<file path="config.mk">
export PLATFORM = sky130hd
export DESIGN_NAME = irq_entry_seq
export DESIGN_NICKNAME = d
export VERILOG_FILES = /design/src/rtl/irq_entry_pkg.sv /design/src/rtl/irq_entry_ctrl.sv /design/src/rtl/irq_entry_capture.sv /design/src/rtl/irq_entry_calc.sv /design/src/rtl/irq_entry_seq.sv
export SDC_FILE = /design/constraint.sdc
export NUM_CORES = 1
export LEC_CHECK = 0
export BUFFER_PORTS_ARGS = -buffer_cell sky130_fd_sc_hd__buf_4
export CAP_MARGIN = 30
export CORE_AREA = 3 3 180 182
export DETAILED_ROUTE_END_ITERATION = 8
export DIE_AREA = 0 0 183 185
export GPL_TIMING_DRIVEN = 1
export PLACE_DENSITY = 0.61
export SYNTH_ARGS = -nofsm -noshare
export SYNTH_HDL_FRONTEND = slang
export SYNTH_SLANG_ARGS = --single-unit
</file>
<file path="constraint.sdc">
create_clock -name clk -period 2.9 [get_ports clk]
set_clock_uncertainty 0.2 [all_clocks]
set_input_delay 0.145 -clock clk [delete_from_list [all_inputs] [get_ports clk]]
set_output_delay 0.145 -clock clk [all_outputs]
set_load 0.005 [all_outputs]
</file>
<file path="src/rtl/irq_entry_pkg.sv">
package irq_entry_pkg;
  typedef enum logic [2:0] {
    ST_IDLE   = 3'd0,
    ST_UPDATE = 3'd1,
    ST_RREQ   = 3'd2,
    ST_RWAIT  = 3'd3,
    ST_DONE   = 3'd4
  } seq_state_e;
endpackage

</file>
<file path="src/rtl/irq_entry_ctrl.sv">
module irq_entry_ctrl
  import irq_entry_pkg::*;
(
  input  logic clk,
  input  logic rst_n,
  input  logic accept_i,
  input  logic rd_valid_i,
  input  logic rd_err_i,
  output logic busy_o,
  output logic load_o,
  output logic update_o,
  output logic rreq_o,
  output logic hload_o,
  output logic done_o,
  output logic fault_o
);
  seq_state_e state_q, state_d;
  logic       fault_q;
  logic       err_seen;

  assign err_seen = (state_q == ST_RWAIT) && rd_err_i;

  always_comb begin
    state_d = state_q;
    unique case (state_q)
      ST_IDLE:   if (accept_i) state_d = ST_UPDATE;
      ST_UPDATE: state_d = ST_RREQ;
      ST_RREQ:   state_d = ST_RWAIT;
      ST_RWAIT:  if (rd_err_i) state_d = ST_IDLE;
                 else if (rd_valid_i) state_d = ST_DONE;
      ST_DONE:   state_d = ST_IDLE;
      default:   state_d = ST_IDLE;
    endcase
  end

  always_ff @(posedge clk or negedge rst_n) begin
    if (!rst_n) begin
      state_q <= ST_IDLE;
      fault_q <= 1'b0;
    end else begin
      state_q <= state_d;
      fault_q <= err_seen;
    end
  end

  assign busy_o   = (state_q != ST_IDLE);
  assign load_o   = (state_q == ST_IDLE) && accept_i;
  assign update_o = (state_q == ST_UPDATE);
  assign rreq_o   = (state_q == ST_RREQ);
  assign hload_o  = (state_q == ST_RWAIT) && rd_valid_i && !rd_err_i;
  assign done_o   = (state_q == ST_DONE);
  assign fault_o  = fault_q;


  rreq_single_chk: assert property (@(posedge clk) disable iff (!rst_n)
    rreq_o |=> !rreq_o);


  fault_after_err_chk: assert property (@(posedge clk) disable iff (!rst_n)
    fault_o |-> ($past(rd_err_i) && !busy_o && !done_o));


  update_single_chk: assert property (@(posedge clk) disable iff (!rst_n)
    update_o |=> (!update_o && rreq_o));
endmodule

</file>
<file path="src/rtl/irq_entry_capture.sv">
module irq_entry_capture #(
  parameter int XLEN  = 32,
  parameter int VEC_W = 8
) (
  input  logic             clk,
  input  logic             rst_n,
  input  logic             load_i,
  input  logic             hload_i,
  input  logic [VEC_W-1:0] vec_i,
  input  logic [XLEN-1:0]  ccs_i,
  input  logic             user_i,
  input  logic [XLEN-1:0]  sp_i,
  input  logic [XLEN-1:0]  ksp_i,
  input  logic [XLEN-1:0]  pc_i,
  input  logic [XLEN-1:0]  ebp_i,
  input  logic [XLEN-1:0]  handler_i,
  output logic [VEC_W-1:0] vec_o,
  output logic [XLEN-1:0]  ccs_o,
  output logic             user_o,
  output logic [XLEN-1:0]  sp_o,
  output logic [XLEN-1:0]  ksp_o,
  output logic [XLEN-1:0]  pc_o,
  output logic [XLEN-1:0]  ebp_o,
  output logic [XLEN-1:0]  handler_o
);
  always_ff @(posedge clk or negedge rst_n) begin
    if (!rst_n) begin
      vec_o     <= '0;
      ccs_o     <= '0;
      user_o    <= 1'b0;
      sp_o      <= '0;
      ksp_o     <= '0;
      pc_o      <= '0;
      ebp_o     <= '0;
      handler_o <= '0;
    end else begin
      if (load_i) begin
        vec_o  <= vec_i;
        ccs_o  <= ccs_i;
        user_o <= user_i;
        sp_o   <= sp_i;
        ksp_o  <= ksp_i;
        pc_o   <= pc_i;
        ebp_o  <= ebp_i;
      end
      if (hload_i) handler_o <= handler_i;
    end
  end
endmodule

</file>
<file path="src/rtl/irq_entry_calc.sv">
module irq_entry_calc #(
  parameter int XLEN       = 32,
  parameter int VEC_W      = 8,
  parameter int HIST_SHIFT = 10
) (
  input  logic [XLEN-1:0]  ccs_i,
  input  logic [VEC_W-1:0] vec_i,
  input  logic [XLEN-1:0]  ebp_i,
  input  logic [XLEN-1:0]  rd_data_i,
  output logic [XLEN-1:0]  ccs_o,
  output logic [XLEN-1:0]  exs_o,
  output logic [XLEN-1:0]  addr_o,
  output logic [XLEN-1:0]  word_o
);
  localparam int NBYTES = XLEN / 8;
  localparam logic [XLEN-1:0] LOW_MASK = {2'b00, {(XLEN-2){1'b1}}};
  localparam logic [XLEN-1:0] TOP_BIT  = {1'b1, {(XLEN-1){1'b0}}};

  function automatic logic [XLEN-1:0] hist_push(input logic [XLEN-1:0] old);
    return ((old << HIST_SHIFT) & LOW_MASK) | (old & TOP_BIT);
  endfunction

  function automatic logic [XLEN-1:0] vec_scaled(input logic [VEC_W-1:0] v, input int sh);
    logic [XLEN-1:0] w;
    w = '0;
    w[VEC_W-1:0] = v;
    return w << sh;
  endfunction

  function automatic logic [XLEN-1:0] le_assemble(input logic [XLEN-1:0] lanes);
    logic [XLEN-1:0] w;
    w = '0;
    for (int k = 0; k < NBYTES; k++) begin
      w = w | ({{(XLEN-8){1'b0}}, lanes[8*k +: 8]} << (8*k));
    end
    return w;
  endfunction

  assign ccs_o  = hist_push(ccs_i);
  assign exs_o  = vec_scaled(vec_i, 8);
  assign addr_o = ebp_i + vec_scaled(vec_i, 2);
  assign word_o = le_assemble(rd_data_i);
endmodule

</file>
<file path="src/rtl/irq_entry_seq.sv">
module irq_entry_seq #(
  parameter int XLEN       = 32,
  parameter int VEC_W      = 8,
  parameter int HIST_SHIFT = 10
) (
  input  logic             clk,
  input  logic             rst_n,
  input  logic             irq_req,
  input  logic [VEC_W-1:0] irq_vec,
  input  logic [XLEN-1:0]  ccs_in,
  input  logic             user_mode,
  input  logic             irq_enable,
  input  logic [XLEN-1:0]  sp_in,
  input  logic [XLEN-1:0]  ksp_in,
  input  logic [XLEN-1:0]  pc_in,
  input  logic [XLEN-1:0]  ebp_in,
  output logic             rd_req,
  output logic [XLEN-1:0]  rd_addr,
  input  logic             rd_valid,
  input  logic             rd_err,
  input  logic [XLEN-1:0]  rd_data,
  output logic             busy,
  output logic             upd_we,
  output logic             user_clr,
  output logic [XLEN-1:0]  ccs_out,
  output logic [XLEN-1:0]  erp_out,
  output logic [XLEN-1:0]  exs_out,
  output logic [XLEN-1:0]  eda_out,
  output logic             stack_we,
  output logic [XLEN-1:0]  usp_out,
  output logic [XLEN-1:0]  sp_out,
  output logic             pc_we,
  output logic [XLEN-1:0]  pc_out,
  output logic             entered,
  output logic             fault
);
  logic             accept_w, load_w, update_w, rreq_w, hload_w, done_w;
  logic [VEC_W-1:0] cap_vec;
  logic [XLEN-1:0]  cap_ccs, cap_sp, cap_ksp, cap_pc, cap_ebp, cap_handler;
  logic             cap_user;
  logic [XLEN-1:0]  calc_word;

  assign accept_w = irq_req && irq_enable;

  irq_entry_ctrl u_ctrl (
    .clk(clk), .rst_n(rst_n), .accept_i(accept_w),
    .rd_valid_i(rd_valid), .rd_err_i(rd_err),
    .busy_o(busy), .load_o(load_w), .update_o(update_w),
    .rreq_o(rreq_w), .hload_o(hload_w), .done_o(done_w), .fault_o(fault)
  );

  irq_entry_capture #(.XLEN(XLEN), .VEC_W(VEC_W)) u_cap (
    .clk(clk), .rst_n(rst_n), .load_i(load_w), .hload_i(hload_w),
    .vec_i(irq_vec), .ccs_i(ccs_in), .user_i(user_mode), .sp_i(sp_in),
    .ksp_i(ksp_in), .pc_i(pc_in), .ebp_i(ebp_in), .handler_i(calc_word),
    .vec_o(cap_vec), .ccs_o(cap_ccs), .user_o(cap_user), .sp_o(cap_sp),
    .ksp_o(cap_ksp), .pc_o(cap_pc), .ebp_o(cap_ebp), .handler_o(cap_handler)
  );

  irq_entry_calc #(.XLEN(XLEN), .VEC_W(VEC_W), .HIST_SHIFT(HIST_SHIFT)) u_calc (
    .ccs_i(cap_ccs), .vec_i(cap_vec), .ebp_i(cap_ebp), .rd_data_i(rd_data),
    .ccs_o(ccs_out), .exs_o(exs_out), .addr_o(rd_addr), .word_o(calc_word)
  );

  assign upd_we   = update_w;
  assign user_clr = update_w;
  assign stack_we = update_w && cap_user;
  assign erp_out  = cap_pc;
  assign eda_out  = '0;
  assign usp_out  = cap_sp;
  assign sp_out   = cap_ksp;
  assign rd_req   = rreq_w;
  assign pc_we    = done_w;
  assign entered  = done_w;
  assign pc_out   = cap_handler;


  ignore_disabled_chk: assert property (@(posedge clk) disable iff (!rst_n)
    (!busy && !irq_enable) |=> !busy);


  stack_from_user_chk: assert property (@(posedge clk) disable iff (!rst_n)
    stack_we |-> (upd_we && $past(user_mode && irq_req && irq_enable)));


  pc_after_valid_chk: assert property (@(posedge clk) disable iff (!rst_n)
    pc_we |-> ($past(rd_valid) && !fault));


  user_clr_with_update_chk: assert property (@(posedge clk) disable iff (!rst_n)
    user_clr |-> $past(!busy && irq_req && irq_enable));
endmodule

</file>
==> Word-level counts from Yosys, hierarchy flattened <==
Index checks and enable logic that the tools add are counted.
Widths: inputs -> output; s select.
{ "op_classes": {"n_reduce_logical": 10, "eq_ne": 6, "add_sub_neg": 1, "shift": 0, "bitwise": 4, "n_mux": 4, "n_lt_le_gt_ge": 0, "div_mod_pow": 0, "n_mul": 0} }
{ "ops": {"columns": ["op", "n"], "rows": [
  ["$add 32x10->32", 1],
  ["$or 30x32->32", 1],
  ["$or 32x24->32", 1],
  ["$or 32x32->32", 1],
  ["$or 8x16->16", 1],
  ["$pmux 3 s4", 1],
  ["$mux 3", 3],
  ["$eq 3x2->1 const B", 2],
  ["$logic_and 1x1->1", 6],
  ["$eq 3x1->1 const B", 1],
  ["$eq 3x3->1 const B", 1],
  ["$logic_not 3->1", 1],
  ["$ne 3x3->1 const B", 1],
  ["$reduce_bool 3->1", 1],
  ["$ne 2x1->1 const B", 1],
  ["$reduce_and 2->1", 1],
  ["$logic_not 1->1", 1]
]} }
{ "totals": {"rom_bits": 0, "out_inout_bits": 264, "n_memories": 0, "wordCells": 35, "input_bits": 207, "ramBits": 0, "ff_bits": 205, "latchBits": 0} }

==> Longest topological paths before layout <==
Gate-level depths: netlist (run 1).
{ "depth": {"ltp_word": 3, "depth_mapped": 8, "mapped_depth_nobuf": 8} }

==> Hierarchy <==
Synthesis (run 1) repeated with hierarchy kept, for this count alone.
{ "hier_totals": {"cells_unflattened": 694, "area_unflattened_um2": 9983.3} }
{ "modules_own_cells": {"columns": ["mod", "n_inst", "area_each_um2", "seq_area_each_um2", "cells_per_inst"], "rows": [
  ["irq_entry_capture", 1, 7881.3, 5029.8, 425],
  ["irq_entry_calc", 1, 1632.8, 0.0, 212],
  ["irq_entry_seq", 1, 271.5, 0.0, 37],
  ["irq_entry_ctrl", 1, 197.7, 100.1, 20]
]} }

==> Worst setup path before layout (run 1) <==
Ideal clock, no wire load.
{ "synth_timing": {"kind": "reg-to-output", "start": "register u_cap.vec_o[0]", "end": "output rd_addr[28]", "path_buffers": 0, "arrival_time_ns": 1.922, "stages_incl_launch_ff": 9, "required_ns": 2.555, "path_slack_ns": 0.633, "cell_sequence": "dfrtp_1 > ha_1 > inv_1 > fa_1 > nor2b_1 > o2111ai_1 > a41oi_2 > nand4_1 > xnor2_1"} }
{ "synth_between": {"elab_chain_len": 1} }
{ "synth_rtl": {"columns": ["element", "line", "rtl"], "rows": [
  ["start, declared", "irq_entry_capture.sv:17", "output logic [VEC_W-1:0] vec_o,"],
  ["start signal, assigned", "irq_entry_capture.sv:38", "vec_o <= vec_i;"],
  ["$add 32x10->32", "irq_entry_calc.sv:41", "assign addr_o = ebp_i + vec_scaled(vec_i, 2);"],
  ["end, declared", "irq_entry_seq.sv:18", "output logic [XLEN-1:0] rd_addr,"]
]} }
Every way passes these cells.

==> Worst setup path after layout (run 1) <==
{ "layout_timing": {"start": "register u_cap.vec_o[0]", "end": "output rd_addr[20]"} }
Same word-level chain as after synthesis.

==> results of run 1 <==
## cells in the mapped netlist (all sizes together), types with 5 or more instances
cell and instances:
dfrtp 194, mux2 185, buf 93, nand2 21, a21oi 14, xnor2 13, xor2 13, inv 11
nor2 9, ha 8, nand3 7, nand4 6, nor3 5, o21ai 5
## logic make-up after synthesis
group / Yosys count / share of synthesized area [%]
xor gates and xnor gates: 26 / 2.63
buffers and inverters: 104 / 8.66
adders and majority gates: 9 / 1.39
muxes: 186 / 24.1
other: 1 / 0.0433
AOI/OAI and AO/OA: 35 / 3.15
DFF: 194 / 56.0
and+or+nand+nor: 63 / 3.98
## cell usage in the layout, fill, tap and decap left out, drive strengths merged, types with 2 or more instances in the layout
| cell | count |
|---|---|
| mux2 | 185 |
| buf | 417 |
| nand4 | 6 |
| nor2 | 9 |
| and2 | 3 |
| inv | 18 |
| clkinvlp | 3 |
| nor3 | 5 |
| a21oi | 14 |
| dlygate4sd3 | 193 |
| a21boi | 2 |
| o21ai | 5 |
| nand2b | 2 |
| dfrtp | 194 |
| nor2b | 3 |
| clkbuf | 21 |
| xor2 | 13 |
| ha | 8 |
| conb | 67 |
| nand3 | 7 |
| o21a | 3 |
| and3 | 3 |
| o2111ai | 2 |
| nand2 | 21 |
| xnor2 | 13 |
## registers in the layout (all words and copies together) (netlist names)
name / cells
u_cap.sp_o: 32
u_ctrl.state_q: 3
u_cap.handler_o: 32
u_cap.ebp_o: 32
u_cap.ccs_o: 21
u_cap.ksp_o: 32
u_cap.user_o: 1
u_cap.pc_o: 32
u_ctrl.fault_o: 1
u_cap.vec_o: 8
## worst max-delay path: stages, from the launching register on
cell and delay, ps:
dfrtp_1 360, ha_2 200, inv_2 40, fa_2 360, nor2b_4 160, o2111ai_4 180
a41oi_4 340, nand4_1 190, xnor2_2 180, buf_4 130
## area by class of cell
cell class / instances / area (um^2) / area share [%]
sequential: 194 / 4860 / 33.3
antenna: 1 / 2.50 / 0.0171
clock buffer: 20 / 457 / 3.13
multi-input combinational: 386 / 3480 / 23.8
inverter: 11 / 41.3 / 0.283
clock inverter: 12 / 138 / 0.943
timing repair buffer: 611 / 5130 / 35.1
tap: 396 / 495 / 3.39
## per-layer routing
metal / routed length (um) / global-route usage, % / vias to the layer above
met5: 0 / 0 / -
met4: 623 / 5.36 / 0
met3: 1910 / 5.07 / 36
met2: 14200 / 27.9 / 294
met1: 10700 / 18.2 / 3356
li1: - / - / 3207
## worst min-delay path by stage
stage                                      to  slack [ps]  depth (start not counted)
final                       u_ctrl.state_q[0]          20                          4
after global routing        u_ctrl.state_q[0]          20                          4
after CTS                   u_ctrl.state_q[0]         0.7                          4
after detailed placement   u_cap.handler_o[8]         -20                          1
after global placement    u_cap.handler_o[21]         -20                          1
after floorplan                u_cap.ccs_o[0]        -350                          0
## power breakdown
part           leakage, nW  total [mW]  internal [mW]  switching [mW]
Sequential            2.33        4.97           4.06           0.910
Combinational         4.25        6.30           3.84            2.46
Clock                0.283        2.45           1.27            1.18
Total                 6.86        13.7           9.17            4.55
## metrics by stage
step           setup TNS [ps]  area [um^2]  hold slack [ps]  power (mW)
2_1_floorplan               0         8920             -351        7.34
3_3_place_gp                0        11800            -24.1        10.6
3_5_place_dp                0        11800            -19.4        10.7
4_1_cts                  -206        14500            0.741        13.6
5_1_grt                 -1280        14600             21.1        14.6
6_report                 -102        14600             19.1        13.7
## repair_timing
| item | in CTS | in global routing |
|---|---|---|
| resized for setup | 17 | 18 |
| endpoints found under the hold margin | 341 | 0 |
| endpoints found under the setup margin | 13 | 21 |
| hold buffers | 193 | 0 |
| setup buffers | 7 | 6 |
| pin swaps | 6 | 11 |
==> reports/results.env, run 1 <==
NUMBER_OF_GLOBAL_ROUTE_VIAS_BEFORE_REPAIR=7600
SYN-MEAN-INSTANCE-AREA_UM2=14.0
SYNTH_WARNINGS=0
SYNTHESIS.AREA_MM2=0.00867
CLOCK_SINKS=194
DIEWIDTH_UM=183
TIMING.FINAL.MAX_SLEW_VIOLATIONS=0
SYNTH_CELL_TYPE_COUNT=46
END_KIND='output pin'
FIN_CRIT_SH_PCT=101
ROUTE.DETAILED.WL_PER_INST_UM=16.8
UTILIZATION_PCT=47.5
FINAL.SETUP.WORST_SLACK_PS=-32.3
OUTCOME='finished with violations'
DETAIL_ROUTE.FIRST_PASS.ITERATIONS=4
FLOORPLAN.DIE_AREA_MM2=0.0339
CRITICAL_PATH_ORIGIN='u_cap.vec_o[0]'
LEAKAGE_POWER_nW=6.86
H-TREE-DEPTH=4
CRIT-REG2REG-CAPTURE='u_cap.pc_o[8]'
FINALSETUPVIOLCOUNT=5
NUMPORTBUFFERS=392
LAYOUT_NETS=1437
END_POINT_OF_THE_CRITICAL_PATH='rd_addr[20]'
DRT_DRC_VIOLATIONS_LEFT=0
FINAL_CELLS=1631
GRT_ANTENNA_BEFORE_REPAIR=1
TRITONCTS='built'
SYNTH-ASYNC-RESET-RATIO_PCT=100
AREAGROWTHSYNTHTOFINISH_PCT=68.4
TIMING.REG2REG.SETUP_SLACK_PS=520
DPL.CELL_COUNT=1392
SYN_INST=618
WORST_SLEW_PIN_SLEW_PS=567
DATA_REQUIRED_TIME_OF_THE_WORST_PATH_PS=2560
YS_SEQ_ELEMENTS=194
FLOORPLAN.DIE.HEIGHT_UM=185
POWER.DENSITY_CELL_AREA_mW_PER_MM2=940
INITIAL_CORE_UTIL_PCT=28.2
SYNTH_TOP_AREA_SHARE_PCT=56.0
ROUTED-VIA-COUNT=6893
DRT-INITIAL-DRC-COUNT=148
HOLD_PATH.CLASS='in2reg'
ACHIEVABLE-FREQUENCY_MHz=341
SYNTH_AREA_LEADER_CELL='dfrtp_1'
SYNTH_ENABLE_FLOP_CELLS=0
VDD.IR_DROP.WORST_mV=0.523
GLOBALROUTETOTALUTIL_PCT=15.8
SYNTH.YOSYS.SEQ_AREA_SHARE_PCT=56.0
HOLD_VIOL_FINAL=0
IO_PINS=471
POST_ROUTE_CELLS_DRIVE_ABOVE_1_SHARE_PCT=49.4
DETAILEDPLACE.WORSTSLACK_PS=109
CRITICAL_PATH_PEAK_FANOUT=5
CLKTRANSATPATHREGS_PS=80
TIMING.SETUP.CRITICAL_PATH_CLASS='reg2out'
DESIGN.CORE.AREA_MM2=0.0307
VIAS_PER_CELL=4.23
CORE.ROWCOUNT=64
TIMING.HOLD.WORST.START='irq_enable'
CTS.ROOT.BUFFER_CELL='clkbuf_16'
FILLERS=2716
ANTENNA_VIOLATING_NETS_POST_ROUTE=0
MAXCAPVIOLCOUNT=0
DETAILED_PLACE_HPWL_UM=19500
WORSTREG2REGSTART='u_ctrl.state_q[1]'
POSTSYNTH.TOPFLOPCELL='dfrtp_1'
FAILING_CHECKS='negative setup slack'
WORSTPATHARRIVAL_PS=2590
CTS_INSERTED_BUFFERS=17
POST-ROUTE-MIN-PERIOD_PS=2930
GRT-OVFL-TOTAL=0
MAXSLEWHEADROOM_PCT=62.2
GRT_PASS1_WL_UM=41700
CRITPATHLAUNCHTYPE='flop'
CLOCKBUFFERDEPTH=2
GP_ROUTABILITY_CONGESTION=0.749
CLK-INSERTION-DELAY-LATE_PS=440
GRT_START_MAX_NET_PINS=65
WORST_R2R_PATH_DEPTH=4
WIRELENGTH_UM=27500
YOSYS-TOP-CELLS-AREA='dfrtp_1, mux2_2, mux2_1, buf_4, xnor2_1'
RSZ0062_AT_GRT='true'
No activity file was read; power rests on OpenSTA's default activity.
==> run 2: changes to the inputs <==
==> constraint.sdc (replaced) <==
create_clock -name clk -period 2.9 [get_ports clk]
set_clock_uncertainty 0.2 [all_clocks]
set_input_delay 0.145 -clock clk [delete_from_list [all_inputs] [get_ports clk]]
set_output_delay 0.145 -clock clk [all_outputs]
set_load 0.05 [all_outputs]
==> run 2 against run 1 <==
Compared with the run above: the flow still finishes with violations (negative setup slack); register-to-register slack improved by 110 ps; clock-buffer cell count fell by 3; worst setup slack got worse by 15 ps; fmax fell by 0.51%; via count rose by 1.9%; die area did not move; power rose by 43%; final area rose by 2.1%; wire length fell by 0.99%; critical endpoint is now rd_addr[24]; largest power group unchanged.
==> reports/results.env, run 2 (synthesis results as in run 1) <==
POST_ROUTE_CELLS_DRIVE_ABOVE_1_SHARE_PCT=51.5  # +2.1 points
GP_ROUTABILITY_CONGESTION=0.732  # -2.3%
DIEWIDTH_UM=183  # unchanged
ROUTED-VIA-COUNT=7023  # +1.9%
DETAILEDPLACE.WORSTSLACK_PS=127  # +17.9 ps
TRITONCTS='built'
DETAIL_ROUTE.FIRST_PASS.ITERATIONS=4  # unchanged
TNS_PS=-144  # -41.2 ps
WORSTPATHARRIVAL_PS=2600  # about the same
MOSTFREQUENTLAYOUTCELL='buf_4'
MOST-COMMON-LAYOUT-CELLS='buf_4, dlygate4sd3_1, dfrtp_1'
IO_PINS=471  # unchanged
MOST_COMMON_CELL_ON_CRIT_PATH='buf_6'
END_KIND='output pin'
ANTENNA_VIOLATING_NETS_POST_ROUTE=0  # unchanged
POWER.DENSITY_CELL_AREA_mW_PER_MM2=1310  # +40%
GLOBALROUTETOTALUTIL_PCT=15.6  # -0.19 points
CORE.ROWCOUNT=64  # unchanged
HOLD_VIOL_FINAL=0  # unchanged
CLKTRANSATPATHREGS_PS=80  # about the same
CRITICAL-PATH-TOP-DELAY-FAMILY='adder cells'
RSZ0062_AT_GRT='true'
DRT_DRC_VIOLATIONS_LEFT=0  # unchanged
FAILING_CHECKS='negative setup slack'
NUMPORTBUFFERS=392  # unchanged
CTS_INSERTED_BUFFERS=17  # unchanged
MAXCAPVIOLCOUNT=0  # unchanged
FIN_CRIT_SH_PCT=102  # +0.52 points
CLK-INSERTION-DELAY-LATE_PS=420  # -20 ps
VDD.IR_DROP.WORST_mV=0.821  # +57%
FLOORPLAN.DIE.HEIGHT_UM=185  # unchanged
GRT_START_MAX_NET_PINS=72  # +11%
NUMBER_OF_GLOBAL_ROUTE_VIAS_BEFORE_REPAIR=7567  # -0.43%
FINAL.SETUP.WORST_SLACK_PS=-47.3  # -15.0 ps
CRITPATHLAUNCHTYPE='flop'
GRT_PASS1_WL_UM=41700  # about the same
GRT-OVFL-TOTAL=0  # unchanged
UTILIZATION_PCT=48.5  # +0.99 points
AREAGROWTHSYNTHTOFINISH_PCT=72.0
GRT_ANTENNA_BEFORE_REPAIR=1  # unchanged
SLOWEST_DELAY_PS=390  # +30 ps
WORSTREG2REGSTART='u_ctrl.state_q[1]'
DESIGN.CORE.AREA_MM2=0.0307  # unchanged
LEAKAGE_POWER_nW=6.98  # +1.7%
LAYOUT_NETS=1441  # +0.28%
POST-ROUTE-MIN-PERIOD_PS=2950  # +15.0 ps
END_POINT_OF_THE_CRITICAL_PATH='rd_addr[24]'
HOLD_PATH.CLASS='in2async'
FINALSETUPVIOLCOUNT=4  # -1
VIAS_PER_CELL=4.29  # +1.6%
WORST_R2R_PATH_DEPTH=4  # unchanged
DATA_REQUIRED_TIME_OF_THE_WORST_PATH_PS=2560  # about the same
TIMING.SETUP.CRITICAL_PATH_CLASS='reg2out'
DETAILED_PLACE_HPWL_UM=19600  # +0.59%
CTS.ROOT.BUFFER_CELL='clkbuf_16'
CLOCKBUFFERDEPTH=2  # unchanged
INITIAL_CORE_UTIL_PCT=28.2  # unchanged
CP_CELL_SEQUENCE='ha_4, inv_2, fa_2, nor2b_4, o2111ai_4, a41oi_2, buf_6, nand4_1, xnor2_4, buf_6'
TIMING.REG2REG.SETUP_SLACK_PS=630  # +110 ps
ACHIEVABLE-FREQUENCY_MHz=339  # -0.51%
FLOORPLAN.DIE_AREA_MM2=0.0339  # unchanged
MAXSLEWHEADROOM_PCT=59.3  # -3.0 points
DRT-INITIAL-DRC-COUNT=112  # -24%
ROUTE.DETAILED.WL_PER_INST_UM=16.6  # -1.3%
CRITICAL_PATH_PEAK_FANOUT=6  # +1
CRIT_CELLS=10  # +1
CRITICAL_PATH_ORIGIN='u_cap.vec_o[0]'
WIRELENGTH_UM=27200  # -0.99%
DPL.CELL_COUNT=1393  # +0.072%
TIMING.FINAL.MAX_SLEW_VIOLATIONS=0  # unchanged
CLOCK_SINKS=194  # unchanged
OUTCOME='finished with violations'
CRITICAL_PATH.SLOWEST_CELL='dfrtp_2'
WORST_SLEW_PIN_SLEW_PS=611  # +43.8 ps
FINAL_CELLS=1636  # +0.31%
CRIT-REG2REG-CAPTURE='u_cap.pc_o[25]'
H-TREE-DEPTH=4  # unchanged
WORST-PATH-BUF-INV=3  # +1
## run 2: per-stage QoR
| step | hold WS (ps) | area [um^2] | total power, mW |
|---|---|---|---|
| final | 35.9 | 14900 | 19.6 |
| after detailed placement | -43.0 | 12000 | 16.5 |
| after floorplan | -351 | 9110 | 12.9 |
| after global routing | 48.6 | 14900 | 20.5 |
| after global placement | -40.9 | 12000 | 16.4 |
| after CTS | 32.3 | 14700 | 19.5 |
## run 2: report_power, final
part | switching (mW) | leakage [nW] | total (mW) | internal [mW]
Clock | 1.16 | 0.283 | 2.38 | 1.22
Sequential | 0.948 | 2.33 | 5.01 | 4.06
Combinational | 8.00 | 4.36 | 12.2 | 4.21
Total | 10.1 | 6.98 | 19.6 | 9.49
## run 2: timing repair
action                                  CTS  global route
pin swaps                                10            14
endpoints found under the setup margin   22            22
buffers inserted                          6            10
resized for setup                        33            26
hold buffers                            193             0
endpoints found under the hold margin   320             0
## run 2: cell type report
class | instances | area, um^2
diodes | 3 | 7.51
well taps | 396 | 495
fillers | 2673 | 15800
flip-flops and latches | 194 | 4860
inverters | 11 | 41.3
clock buffers | 17 | 425
repair buffers | 615 | 5220
clock inverters | 14 | 150
multi-input cells | 386 | 3700
## run 2: metal layers
layer	vias to the layer above	GRT usage (%)	part of all wire, %
met1	3484	17.8	38
li1	3220	-	-
met2	284	28.3	53
met4	0	5.18	2.5
met3	35	4.46	6.8
met5	-	0	0
## run 2: worst min path at each step
stage / to / cells after the start / slack, ps
2_1_floorplan: u_cap.ccs_o[0] / 0 / -350
3_3_place_gp: u_cap.ccs_o[15] / 1 / -40
3_5_place_dp: u_cap.ccs_o[15] / 1 / -40
4_1_cts: u_ctrl.state_q[0] / 4 / 30
5_1_grt: u_ctrl.state_q[0] / 4 / 50
6_report: u_cap.ccs_o[15] / 2 / 40
==> run 3: changes to the inputs <==
--- a/config.mk
+++ b/config.mk
@@ -5,13 +5,15 @@
 export SDC_FILE = /design/constraint.sdc
 export NUM_CORES = 1
 export LEC_CHECK = 0
+export ABC_AREA = 1
 export BUFFER_PORTS_ARGS = -buffer_cell sky130_fd_sc_hd__buf_4
 export CAP_MARGIN = 30
-export CORE_AREA = 3 3 180 182
+export CORE_ASPECT_RATIO = 1.4
+export CORE_MARGIN = 3
+export CORE_UTILIZATION = 30
 export DETAILED_ROUTE_END_ITERATION = 8
-export DIE_AREA = 0 0 183 185
 export GPL_TIMING_DRIVEN = 1
-export PLACE_DENSITY = 0.61
+export PLACE_DENSITY = 0.63
 export SYNTH_ARGS = -nofsm -noshare
 export SYNTH_HDL_FRONTEND = slang
 export SYNTH_SLANG_ARGS = --single-unit
==> run 3 against run 2 <==
Compared with the run above: core utilization rose by 0.55 points; highest routed layer is now met5; wire length increased by 14%; the flow now finishes without violations; die area rose by 0.84%; critical path depth is the same.
==> reports/results.env, run 3 <==
OUTCOME='finished, final reports clean'
IO_PINS=471  # unchanged
LAYOUT_NETS=1665  # +16%
CTS.ROOT.BUFFER_CELL='clkbuf_16'
DIEWIDTH_UM=157  # -14%
CRITICAL_PATH_ORIGIN='u_cap.vec_o[0]'
ANTENNA_VIOLATING_NETS_POST_ROUTE=0  # unchanged
TRITONCTS='built'
END_KIND='output pin'
FLOORPLAN.DIE_AREA_MM2=0.0341  # +0.84%
DRT-INITIAL-DRC-COUNT=321  # +190%
DRT_DRC_VIOLATIONS_LEFT=0  # unchanged
FIN_CRIT_SH_PCT=94.3  # -7.4 points
FINAL_CELLS=1854  # +13%
CTS_INSERTED_BUFFERS=17  # unchanged
POWER_DISSIPATED_BY_SWITCHING_NET_LOADS_mW=10.7  # +5.5%
SYNTH_CELL_TYPE_COUNT=29  # -37%
DETAIL_ROUTE.FIRST_PASS.ITERATIONS=4  # unchanged
ROUTE.DETAILED.WL_PER_INST_UM=16.7  # +0.60%
CRITPATHLAUNCHTYPE='flop'
INITIAL_CORE_UTIL_PCT=30.8  # +2.6 points
DETAILED_PLACE_HPWL_UM=21900  # +12%
GRT_PASS1_WL_UM=47700  # +14%
POST_ROUTE_CELLS_DRIVE_ABOVE_1_SHARE_PCT=40.6  # -11 points
GLOBALROUTETOTALUTIL_PCT=17.9  # +2.3 points
SYNTH_WARNINGS=0  # unchanged
NUMBER_OF_GLOBAL_ROUTE_VIAS_BEFORE_REPAIR=8833  # +17%
SEQ_POWER_SHARE_PCT=25.1  # -0.5 points
POSTSYNTH.TOPFLOPCELL='dfrtp_1'
SYNTHTOPCELLSBYCOUNT='nand2_1, dfrtp_1, mux2_4'
H-TREE-DEPTH=4  # unchanged
SYNTH_TOP_AREA_SHARE_PCT=50.7  # -5.3 points
MAXSLEWHEADROOM_PCT=58.2  # -1.0 points
LEAKAGE_POWER_nW=8.17  # +17%
CLOCKBUFFERDEPTH=2  # unchanged
GRT-OVFL-TOTAL=0  # unchanged
FLOORPLAN.DIE.HEIGHT_UM=217  # +18%
POST-ROUTE-MIN-PERIOD_PS=2730  # -213 ps
YS_SEQ_ELEMENTS=194  # unchanged
SYN-MEAN-INSTANCE-AREA_UM2=11.1  # -21%
MAXCAPVIOLCOUNT=0  # unchanged
SYNTH.YOSYS.SEQ_AREA_SHARE_PCT=50.7  # -5.3 points
YOSYS-TOP-CELLS-AREA='dfrtp_1, mux2_4, nand2_1, buf_4, inv_1'
DESIGN.CORE.AREA_MM2=0.0311  # +1.1%
TIMING.SETUP.CRITICAL_PATH_CLASS='reg2out'
WORSTPATHARRIVAL_PS=2390  # -210 ps
ROUTED-VIA-COUNT=8130  # +16%
DPL.CELL_COUNT=1626  # +17%
SYNTH_AREA_LEADER_CELL='dfrtp_1'
WORST_SLEW_PIN_SLEW_PS=626  # +15.5 ps
P_CLK_SHARE_PCT=12.0  # about the same
GRT_ANTENNA_BEFORE_REPAIR=3  # +2
SYN_INST=861  # +39%
FILLERS=2682  # +0.34%
SYNTHESIS.AREA_MM2=0.00958  # +11%
SYNTH-ASYNC-RESET-RATIO_PCT=100  # unchanged
ACHIEVABLE-FREQUENCY_MHz=366  # +7.8%
TIMING.FINAL.MAX_SLEW_VIOLATIONS=0  # unchanged
CORE.ROWCOUNT=76  # +19%
CLKTRANSATPATHREGS_PS=80  # about the same
RSZ0062_AT_GRT='true'
WIRELENGTH_UM=31000  # +14%
MOST-COMMON-LAYOUT-CELLS='buf_4, nand2_1, dlygate4sd3_1, dfrtp_1, mux2_4'
CRITICAL_PATH_PEAK_FANOUT=4  # -2
DATA_REQUIRED_TIME_OF_THE_WORST_PATH_PS=2560  # about the same
SYNTH_ENABLE_FLOP_CELLS=0  # unchanged
FINALSETUPVIOLCOUNT=0  # -4
AREAGROWTHSYNTHTOFINISH_PCT=59.2
YOSYS.CELL_COUNT.TOP_TYPE='nand2_1'
MOSTFREQUENTLAYOUTCELL='buf_4'
VIAS_PER_CELL=4.39  # +2.2%
GRT_START_MAX_NET_PINS=73  # +1.4%
CLOCK_SINKS=194  # unchanged
COMBPWRFRAC_PCT=62.9  # +0.6 points
HOLD_PATH.CLASS='in2async'
CLK-INSERTION-DELAY-LATE_PS=440  # +20 ps
HOLD_VIOL_FINAL=0  # unchanged
POWER.DENSITY_CELL_AREA_mW_PER_MM2=1330  # +1.2%
NUMPORTBUFFERS=392  # unchanged
GP_ROUTABILITY_CONGESTION=0.895  # +22%
INTERNAL-POWER_mW=9.62  # +1.3%
WORSTREG2REGSTART='u_ctrl.state_q[2]'
VDD.IR_DROP.WORST_mV=0.883  # +7.5%
UTILIZATION_PCT=49.0  # +0.55 points
POWER.SWITCHING_FRACTION_PCT=52.6  # +0.99 points
## run 3: cell types whose count changed after synthesis, sizes merged, moves of 4 or more
| cell | change |
|---|---|
| a21oi | +5 |
| inv | +48 |
| mux2 | -43 |
| nand2 | +201 |
| nand3 | +30 |
| nand3b | +6 |
| nor2 | +42 |
| o21ai | -4 |
| xnor2 | -12 |
| xor2 | -4 |
## run 3: per-stage QoR
stage	instance area, um^2	power [mW]	TNS, ps	worst slack, ps	hold WS [ps]
finish	15200	20.3	0	166	101
global route	15200	21.2	-9.91	-9.91	135
CTS	15200	20.3	0	9.00	71.9
detailed placement	12700	17.5	0	399	4.28
global placement	12700	17.4	0	463	-1.34
floorplan	9830	13.8	0	20.2	-351
## run 3: logic make-up after synthesis
logic type | share of synthesized area [%]
xor gates and xnor gates | 0.914
and+or+nand+nor | 14.1
DFF | 50.7
other | 0.0391
AOI/OAI and AO/OA | 1.12
adders and majority gates | 1.25
muxes | 21.7
buffers and inverters | 10.2
## run 3: power by group through the flow
stage | sequential, mW | clock [mW] | combinational [mW]
5_1_grt | 5.25 | 2.59 | 13.3
2_1_floorplan | 8.67 | 0 | 5.15
6_report | 5.08 | 2.44 | 12.8
3_3_place_gp | 5.03 | 0 | 12.4
3_5_place_dp | 5.02 | 0 | 12.5
4_1_cts | 5.05 | 2.49 | 12.7
## run 3: worst paths after layout
path | cells after the start | slack, ps | end
max | 10 | 170 | rd_addr[10]
min in group clk | 5 | 220 | u_cap.user_o
max reg2reg | 4 | 800 | u_cap.sp_o[29]
min | 2 | 100 | u_cap.sp_o[28]
min reg2reg | 2 | 290 | u_cap.handler_o[10]
max in group asynchronous | 3 | 1510 | u_cap.ksp_o[29]
## run 3: worst max-delay path, cell delays in order (launching register included)
cell and delay (ps):
dfrtp_1 370, ha_1 210, inv_1 70, fa_2 370, inv_2 110, nand3_1 120, nand3_4 130, nand2_1 70
nand2_2 130, xor2_1 160, buf_4 210
## run 3: repair_timing
| item | 4_1_cts | 5_1_grt |
|---|---|---|
| hold buffers | 194 | 0 |
| endpoints found under the hold margin | 339 | 0 |
| resized for setup | 2 | 4 |
| setup endpoints to repair | 6 | 10 |
| setup buffers | 0 | 0 |
## run 3: final cells by class
cell class	instances	area, um^2	share of cell area, %
timing repair buffer	599	5040	33.0
sequential	194	4850	31.8
multi-input combinational	578	4030	26.4
tap	390	488	3.20
clock buffer	19	453	2.97
inverter	59	221	1.45
clock inverter	13	156	1.03
antenna	2	5.00	0.0328
## run 3: layer usage
metal / global-route usage [%] / part of all wire, %
met1: 18.9 / 36
met2: 33.3 / 54
met3: 4.21 / 5.9
met4: 8.31 / 4.2
met5: 0 / 0.029
